<file path="src/rtl/vpfx_pkg.sv">
package vpfx_pkg;
  typedef enum logic [1:0] {
    ST_IDLE   = 2'd0,
    ST_ARMED  = 2'd1,
    ST_ACTIVE = 2'd2
  } vpfx_state_e;

  localparam logic [1:0] CAUSE_NONE  = 2'b00;
  localparam logic [1:0] CAUSE_SRC   = 2'b01;
  localparam logic [1:0] CAUSE_ADJ   = 2'b10;
  localparam logic [1:0] CAUSE_UNSUP = 2'b11;
endpackage

</file>
<file path="src/rtl/vpfx_src_chk.sv">
module vpfx_src_chk #(
  parameter int SRC_W = 15,
  parameter int PFX_W = 10
) (
  input  logic [SRC_W-1:0] src_i,
  output logic [PFX_W-1:0] pfx_o,
  output logic             legal_o
);
  localparam int XTRA_W = SRC_W - PFX_W;

  generate
    if (XTRA_W > 0) begin : g_xtra
      assign legal_o = ~|src_i[SRC_W-1:PFX_W];
    end else begin : g_none
      assign legal_o = 1'b1;
    end
  endgenerate

  assign pfx_o = src_i[PFX_W-1:0];
endmodule

</file>
<file path="src/rtl/vpfx_fsm.sv">
module vpfx_fsm
  import vpfx_pkg::*;
#(
  parameter int PFX_W = 10
) (
  input  logic             clk_i,
  input  logic             rst_ni,
  input  logic             pfx_valid_i,
  input  logic             src_legal_i,
  input  logic [PFX_W-1:0] src_pfx_i,
  input  logic             ins_valid_i,
  input  logic             ins_vec_i,
  input  logic             ins_pfx_ok_i,
  input  logic             ins_done_i,
  input  logic             irq_i,
  output vpfx_state_e      state_o,
  output logic [PFX_W-1:0] pfx_o,
  output logic             arm_o,
  output logic             epc_load_o,
  output logic             restart_o,
  output logic             exc_o,
  output logic [1:0]       exc_cause_o
);
  vpfx_state_e      state_q, state_d;
  logic [PFX_W-1:0] pfx_q, pfx_d;
  logic             exc_d, rst_d, epc_ld;
  logic [1:0]       cause_d;

  always_comb begin
    state_d = state_q;
    pfx_d   = pfx_q;
    exc_d   = 1'b0;
    rst_d   = 1'b0;
    cause_d = CAUSE_NONE;
    epc_ld  = 1'b0;
    arm_o   = 1'b0;
    unique case (state_q)
      ST_IDLE: begin
        if (pfx_valid_i) begin
          if (src_legal_i) begin
            state_d = ST_ARMED;
            pfx_d   = src_pfx_i;
            arm_o   = 1'b1;
          end else begin
            exc_d   = 1'b1;
            cause_d = CAUSE_SRC;
          end
        end
      end
      ST_ARMED: begin
        // a second prefix or a scalar successor breaks adjacency
        if (pfx_valid_i || (ins_valid_i && !ins_vec_i)) begin
          state_d = ST_IDLE;
          pfx_d   = '0;
          exc_d   = 1'b1;
          cause_d = CAUSE_ADJ;
          epc_ld  = 1'b1;
        end else if (ins_valid_i && !ins_pfx_ok_i) begin
          state_d = ST_IDLE;
          pfx_d   = '0;
          exc_d   = 1'b1;
          cause_d = CAUSE_UNSUP;
        end else if (ins_valid_i) begin
          state_d = ST_ACTIVE;
        end
      end
      ST_ACTIVE: begin
        if (irq_i) begin
          state_d = ST_IDLE;
          pfx_d   = '0;
          rst_d   = 1'b1;
          epc_ld  = 1'b1;
        end else if (ins_done_i) begin
          state_d = ST_IDLE;
          pfx_d   = '0;
        end
      end
      default: begin
        state_d = ST_IDLE;
        pfx_d   = '0;
      end
    endcase
  end

  always_ff @(posedge clk_i or negedge rst_ni) begin
    if (!rst_ni) begin
      state_q     <= ST_IDLE;
      pfx_q       <= '0;
      exc_o       <= 1'b0;
      exc_cause_o <= CAUSE_NONE;
      restart_o   <= 1'b0;
    end else begin
      state_q     <= state_d;
      pfx_q       <= pfx_d;
      exc_o       <= exc_d;
      exc_cause_o <= cause_d;
      restart_o   <= rst_d;
    end
  end

  assign epc_load_o = epc_ld;
  assign state_o    = state_q;
  assign pfx_o      = (state_q == ST_IDLE) ? '0 : pfx_q;
endmodule

</file>
<file path="src/rtl/vpfx_ctx.sv">
module vpfx_ctx #(
  parameter int PC_W     = 32,
  parameter int VSTART_W = 16
) (
  input  logic                clk_i,
  input  logic                rst_ni,
  input  logic                arm_i,
  input  logic [PC_W-1:0]     pc_i,
  input  logic                epc_load_i,
  input  logic                restart_i,
  input  logic [VSTART_W-1:0] elem_idx_i,
  output logic [PC_W-1:0]     epc_o,
  output logic [VSTART_W-1:0] vstart_o
);
  logic [PC_W-1:0] pfx_pc_q;

  always_ff @(posedge clk_i or negedge rst_ni) begin
    if (!rst_ni) begin
      pfx_pc_q <= '0;
      epc_o    <= '0;
      vstart_o <= '0;
    end else begin
      if (arm_i)      pfx_pc_q <= pc_i;
      if (epc_load_i) epc_o    <= pfx_pc_q;
      if (restart_i)  vstart_o <= elem_idx_i;
    end
  end
endmodule

</file>
<file path="src/rtl/vpfx_ctrl.sv">
module vpfx_ctrl
  import vpfx_pkg::*;
#(
  parameter int XLEN     = 32,
  parameter int SRC_W    = 15,
  parameter int PFX_W    = 10,
  parameter int PFX_LSB  = 21,
  parameter int VSTART_W = 16
) (
  input  logic                clk_i,
  input  logic                rst_ni,
  input  logic                pfx_valid_i,
  input  logic [SRC_W-1:0]    pfx_src_i,
  input  logic [XLEN-1:0]     pfx_pc_i,
  input  logic                ins_valid_i,
  input  logic                ins_vec_i,
  input  logic                ins_pfx_ok_i,
  input  logic                ins_done_i,
  input  logic                irq_i,
  input  logic [VSTART_W-1:0] elem_idx_i,
  output logic [PFX_W-1:0]    pfx_o,
  output logic [XLEN-1:0]     vtype_pfx_o,
  output logic                exc_o,
  output logic [1:0]          exc_cause_o,
  output logic                restart_o,
  output logic [XLEN-1:0]     epc_o,
  output logic [VSTART_W-1:0] vstart_o
);
  localparam int PFX_MSB = PFX_LSB + PFX_W - 1;

  logic [PFX_W-1:0] src_pfx;
  logic             src_legal, arm, epc_load, rst_stb;
  vpfx_state_e      state;

  vpfx_src_chk #(.SRC_W(SRC_W), .PFX_W(PFX_W)) u_src (
    .src_i  (pfx_src_i),
    .pfx_o  (src_pfx),
    .legal_o(src_legal)
  );

  vpfx_fsm #(.PFX_W(PFX_W)) u_fsm (
    .clk_i       (clk_i),
    .rst_ni      (rst_ni),
    .pfx_valid_i (pfx_valid_i),
    .src_legal_i (src_legal),
    .src_pfx_i   (src_pfx),
    .ins_valid_i (ins_valid_i),
    .ins_vec_i   (ins_vec_i),
    .ins_pfx_ok_i(ins_pfx_ok_i),
    .ins_done_i  (ins_done_i),
    .irq_i       (irq_i),
    .state_o     (state),
    .pfx_o       (pfx_o),
    .arm_o       (arm),
    .epc_load_o  (epc_load),
    .restart_o   (rst_stb),
    .exc_o       (exc_o),
    .exc_cause_o (exc_cause_o)
  );

  vpfx_ctx #(.PC_W(XLEN), .VSTART_W(VSTART_W)) u_ctx (
    .clk_i     (clk_i),
    .rst_ni    (rst_ni),
    .arm_i     (arm),
    .pc_i      (pfx_pc_i),
    .epc_load_i(epc_load),
    .restart_i (state == ST_ACTIVE && irq_i),
    .elem_idx_i(elem_idx_i),
    .epc_o     (epc_o),
    .vstart_o  (vstart_o)
  );

  assign restart_o = rst_stb;

  always_comb begin
    vtype_pfx_o = '0;
    vtype_pfx_o[PFX_MSB:PFX_LSB] = pfx_o;
  end
endmodule

</file>
<file path="config.mk">
export PLATFORM = sky130hd
export DESIGN_NAME = vpfx_ctrl
export DESIGN_NICKNAME = d
export VERILOG_FILES = /design/src/rtl/vpfx_pkg.sv /design/src/rtl/vpfx_src_chk.sv /design/src/rtl/vpfx_fsm.sv /design/src/rtl/vpfx_ctx.sv /design/src/rtl/vpfx_ctrl.sv
export SDC_FILE = /design/constraint.sdc
export NUM_CORES = 1
export LEC_CHECK = 0
export BUFFER_PORTS_ARGS = -buffer_cell sky130_fd_sc_hd__buf_2
export CAP_MARGIN = 25
export CORE_ASPECT_RATIO = 0.5
export CORE_UTILIZATION = 40
export CTS_CLUSTER_DIAMETER = 80
export DETAILED_ROUTE_END_ITERATION = 10
export PLACE_DENSITY = 0.69
export SYNTH_ARGS = -nofsm -noshare
export SYNTH_HDL_FRONTEND = slang
export SYNTH_SLANG_ARGS = --single-unit
</file>
<file path="constraint.sdc">
create_clock -name clk_i -period 1.6 [get_ports clk_i]
set_input_delay 0.32 -clock clk_i [delete_from_list [all_inputs] [get_ports clk_i]]
set_output_delay 0.32 -clock clk_i [all_outputs]
set_load 0.01 [all_outputs]
</file>
==> results of run 1 <==
## metrics by stage
stage	utilization	setup TNS (ns)	setup slack, ns
after global routing	0.573	-11.01	-0.204
after global placement	0.503	-0.999	-0.0931
after detailed placement	0.503	-2.23	-0.161
after floorplan	-	0	0.00319
final	0.573	-4.76	-0.153
after CTS	0.569	-3.59	-0.112
## synthesized netlist by cell type (all sizes together) (2+ instances only)
library cell | count | share of area
nor2 | 2 | 0.0037
inv | 4 | 0.0037
ha | 3 | 0.0093
a21boi | 2 | 0.0074
a21oi | 3 | 0.0037
mux2 | 80 | 0.22
nand2 | 3 | 0.0028
nor3 | 2 | 0.0065
a22o | 10 | 0.022
nor2b | 11 | 0.017
dfrtp | 96 | 0.59
buf | 40 | 0.080
## layer usage
layer,vias to the layer above,GRT usage,wire length (um)
met4,0,0.0608,153
met1,1334,0.195,3460
li1,1203,-,-
met2,79,0.294,4230
met5,-,0,0
met3,13,0.0472,438
## critical path: cells and delay by family (launching register included)
kind          cells  cell delay [ns]
simple gates      1             0.17
fa+ha+maj         1             0.19
buf+inv           3             0.35
flops             1             0.39
## layout make-up
cell class | instances | area share
sequential | 96 | 0.435
multi-input combinational | 151 | 0.272
timing repair buffer | 166 | 0.208
clock buffer | 10 | 0.0414
tap | 135 | 0.0306
clock inverter | 5 | 0.0102
inverter | 4 | 0.00272
## power by group through the flow
stage / clock network, uW / registers (uW) / logic, uW
after floorplan: 0 / 3680 / 1190
after global placement: 0 / 3490 / 2130
after detailed placement: 0 / 3520 / 2180
after CTS: 2130 / 3490 / 2550
after global routing: 2230 / 3590 / 2860
final: 2070 / 3490 / 2630
## path summary, 6_finish.rpt
kind / startpoint / end / slack (ns) / depth (start not counted)
setup / recovery: u_fsm.state_o[1] / pfx_o[0] / -0.15 / 5
hold / removal: pfx_pc_i[19] / u_ctx.pfx_pc_q[19] / 0.20 / 2
setup reg to reg: u_fsm.state_o[1] / u_fsm.pfx_q[5] / -0.10 / 7
hold reg to reg: u_ctx.pfx_pc_q[22] / u_ctx.pfx_pc_q[22] / 0.48 / 1
max in group asynchronous: rst_ni / u_ctx.epc_o[20] / 0.59 / 3
min in group asynchronous: rst_ni / u_fsm.pfx_q[5] / 0.45 / 2
## state kept, by name (all words and copies together), names as in the netlist
name / flops
u_fsm.state_o: 2
u_ctx.pfx_pc_q: 32
u_fsm.exc_o: 1
u_fsm.exc_cause_o: 2
u_ctx.vstart_o: 16
u_fsm.restart_o: 1
u_ctx.epc_o: 32
u_fsm.pfx_q: 10
## what timing repair did
item                       4_1_cts  5_1_grt
hold buffers                     1        0
hold endpoints to repair        24        0
setup endpoints to repair       74      112
buffers inserted                 5        0
pin swaps                       10        0
gates cloned                     2        1
resized for setup               50        5
## logic make-up (layout without fill, tap and decap cells)
kind of cell | Yosys count | after routing | synth area share
flip-flops | 96 | 96 | 0.593
buffers and inverters | 45 | 185 | 0.0846
AND/OR/NAND/NOR | 23 | 23 | 0.0389
AO/OA/AOI/OAI | 23 | 23 | 0.0507
adder cells (fa/ha/maj) | 3 | 3 | 0.00927
other | 1 | 22 | 0.000926
multiplexers | 80 | 80 | 0.222
==> results.toml, run 1 <==
[global_routing]
grt_overflow = 0
grt_util_all_layers = 0.166
grt_antenna_before_repair = 0
grt_pass1_vias = 2694
grt_max_degree = 43
grt_pass1_wl_mm = 13.3

[clocking]
clk_latency_ns = 0.33
clock_sink_count = 96
cts.clk_slew.worst_paths_ns = 0.07
numCtsBuffers = 9
cts_tree = "yes"
clk_path_buf_depth = 2
h-tree-depth = 3
cts-root-buf = "clkbuf_16"

[pwr]
combPwrFrac = 0.322
p_leak_uw = 0.00283
p_switching_uw = 2410
pwr-share-clk = 0.253
power_density_mw_per_mm2 = 1480
ir_drop_mv = 0.642
p_int_uw = 5780
total_power_uw = 8190
p_seq_frac = 0.426
swShare = 0.294

[critical_path]
arrival_ns = 1.43
cpMaxStageDelayCell = "dfrtp_1"
critPathMaxFanout = 6
path_cells = "inv_2 -> ha_4 -> buf_12 -> nor2b_4 -> buf_6"
path_class = "reg2out"
cp.required_ns = 1.28
end_kind = "output pin"
max_stage_delay_ns = 0.39
worst_setup_path_start_kind = "register"

[floorplanning]
core_area_mm2 = 0.00963
start_util = 0.420
row_count = 25
die_y_um = 73.2
top_level_ports = 165
die-area_mm2 = 0.0106
die_x_um = 144

[worst_hold_path]
hold_path_class = "in2reg"

[cells_and_area]
layout_common_cells = "buf_2 (124), dfrtp_1 (96), mux2_2 (46)"
drive_gt1_frac = 0.586
fin_nets = 502
layout_commonest_cell = "buf_2"
syn2layout_area_growth_pct = 36.4
num_antenna_cells = 0
finalNonFillerCells = 567
fin_area_mm2 = 0.00552
multi_input_area_mm2 = 0.00150
seqCellArea_mm2 = 0.00240
fill_cells = 782

[drt]
drt_first_pass_iters = 6
drt_iter0_drc = 46
drt-total-wl_mm = 8.28
routedWlPerCell_um = 14.6
drc = 0
via_count = 2629
ant_nets = 0
via_per_inst = 4.64

[synth]
synth_area_mm2 = 0.00405
syn_area_per_cell_um2 = 14.9
postSynthCellCount = 271
synth-seq-area-share = 0.593
yosys_warnings = 0
synth-async-reset-ratio = 1.00
synthFlopType = "dfrtp_1"
synth_seq_cells = 96
synth_enable_flop_cells = 0
ys_types = 33

[timing]
period_minus_slack_ns = 1.75
max_freq_ghz = 0.570
finalHoldViolations = 0
whs_ns = 0.198
setup_viol = 73
final.setup_skew_ns = 0.00525
finalCritPeriodShare = 1.10
rsz0062_at_grt = "true"
worst_slack_ns = -0.153
slew_violations = 0

[placement]
place.gp.congestion = 0.740
placed_cells = 543
place_area_mm2 = 0.00485
dp_hpwl_mm = 5.56
io_buffers = 142

[run_status]
violations = "negative setup slack"
status = "finished, violations left"

[flow_run]
maxCapViolations = 0
(Power assumes the default switching activity.)
==> run 2: changes to the inputs <==
SETUP_SLACK_MARGIN = 0.05   (was default)
==> run 2 against run 1 <==
  * Clock skew barely moved
  * Power rose by 1.1%
  * Critical endpoint is now vtype_pfx_o[24]
  * Die area did not move
  * The flow still finishes with violations (negative setup slack)
  * Critical path type unchanged
==> results.toml, run 2 (synthesis gave the netlist of run 1 again) <==
[run_status]
status = "finished, violations left"
violations = "negative setup slack"

[timing]
slew_violations = 0
whs_ns = 0.203
final.setup_skew_ns = 0.00487
rsz0062_at_grt = "true"
period_minus_slack_ns = 1.70
setup_tns_ns = -4.68
finalHoldViolations = 0
worst_slack_ns = -0.0994
setup_viol = 81
finalCritPeriodShare = 1.06
max_freq_ghz = 0.588

[pwr]
pwr-share-clk = 0.262
combPwrFrac = 0.319
p_switching_uw = 2390
swShare = 0.289
p_int_uw = 5890
p_seq_frac = 0.419
p_leak_uw = 0.00284
power_density_mw_per_mm2 = 1510
ir_drop_mv = 0.766

[drt]
wl_met3_um = 314
via_per_inst = 4.56
route.top_layer_used = "met4"
routedWlPerCell_um = 13.5
drt_iter0_drc = 61
wl_met1_mm = 3.28
via_count = 2583
wl_met2_mm = 4.00
drc = 0
drt_first_pass_iters = 4
drt-total-wl_mm = 7.65
ant_nets = 0

[placement]
dp_hpwl_mm = 5.53
io_buffers = 142
place_area_mm2 = 0.00495
place.gp.congestion = 0.773

[cells_and_area]
layout_common_cells = "buf_2 (137), dfrtp_1 (96), mux2_2 (46)"
fill_cells = 806
multi_input_area_mm2 = 0.00153
drive_gt1_frac = 0.588
layout_commonest_cell = "buf_2"
num_antenna_cells = 0
fin_area_mm2 = 0.00547
syn2layout_area_growth_pct = 35.0
final_core_util = 0.567
seqCellArea_mm2 = 0.00240
largestRegisters = "u_ctx.epc_o: 32 flops, u_ctx.pfx_pc_q: 32 flops, u_ctx.vstart_o: 16 flops"
fin_nets = 501

[critical_path]
worst_setup_path_start_kind = "register"
cp.required_ns = 1.28
r2r_setup_slack_ns = -0.09
path_class = "reg2out"
reg2reg_depth = 7
max_stage_delay_ns = 0.37
path_cells = "inv_2 -> ha_4 -> clkbuf_16 -> nor2b_4 -> buf_6"
rr_endpoint = "u_fsm.pfx_q[2]"
r2r-start = "u_fsm.state_o[1]"
critPathMaxFanout = 5
arrival_ns = 1.38
worst-path-buf-inv = 3
cpMaxStageDelayCell = "dfrtp_1"
end_kind = "output pin"
cp_top_family = "flip-flops"

[clocking]
clk_path_buf_depth = 2
clk_latency_ns = 0.33
h-tree-depth = 3
cts.clk_slew.worst_paths_ns = 0.07
cts_tree = "yes"
clock_sink_count = 96
cts-root-buf = "clkbuf_16"
numCtsBuffers = 9

[floorplanning]
die_x_um = 144
row_count = 25
die_y_um = 73.2
top_level_ports = 165
core_area_mm2 = 0.00963
die-area_mm2 = 0.0106
start_util = 0.420

[global_routing]
grt_pass1_vias = 2509
grt_util_all_layers = 0.151
grt_pass1_wl_mm = 12.1
grt_antenna_before_repair = 0
grt_max_degree = 43
grt_overflow = 0

[flow_run]
maxCapViolations = 0

[worst_hold_path]
hold_path_class = "in2reg"
hold_depth = 2
whs_endpoint = "u_ctx.pfx_pc_q[22]"
min_from = "pfx_pc_i[22]"
==> run 2: what timing repair did <==
action,4_1_cts,5_1_grt
resized for setup,30,7
gates cloned,0,1
pin swaps,3,2
hold buffers,1,0
buffers inserted,1,0
hold endpoints to repair,16,0
endpoints found under the setup margin,96,96
==> run 2: routing by layer <==
layer	global-route usage	vias up
met5	0	-
li1	-	1199
met3	0.0420	5
met1	0.184	1301
met4	0.0468	0
met2	0.264	78
==> run 2: stage by stage <==
| stage | worst slack, ns | total power (uW) | cells |
|---|---|---|---|
| global placement | -0.0664 | 5780 | 548 |
| global route | -0.170 | 8770 | 567 |
| CTS | -0.0977 | 8260 | 566 |
| finish | -0.0994 | 8280 | 567 |
| detailed placement | -0.124 | 5840 | 548 |
| floorplan | 0.0311 | 4910 | 292 |
==> run 2: power by group through the flow <==
stage / clock (uW) / sequential, uW / combinational [uW]
3_3_place_gp: 0 / 3490 / 2290
3_5_place_dp: 0 / 3500 / 2340
5_1_grt: 2350 / 3560 / 2860
2_1_floorplan: 0 / 3680 / 1230
4_1_cts: 2230 / 3470 / 2560
6_report: 2170 / 3470 / 2640
==> run 2: layout make-up <==
class / instances / share of cell area
sequential: 96 / 0.439
multi-input combinational: 151 / 0.281
timing repair buffer: 165 / 0.190
clock buffer: 12 / 0.0469
tap: 135 / 0.0309
clock inverter: 4 / 0.00938
inverter: 4 / 0.00275
==> run 2: worst max path at each step <==
stage               slack [ns]  depth (start not counted)             start               to
finish                    -0.1                          5  u_fsm.state_o[0]  vtype_pfx_o[24]
global route             -0.17                          5  u_fsm.state_o[0]         pfx_o[4]
CTS                       -0.1                          5  u_fsm.state_o[0]  vtype_pfx_o[23]
detailed placement       -0.12                          7  u_fsm.state_o[0]   u_fsm.pfx_q[2]
global placement         -0.07                          7  u_fsm.state_o[0]   u_fsm.pfx_q[2]
floorplan                 0.03                          6  u_fsm.state_o[0]  u_ctx.epc_o[12]
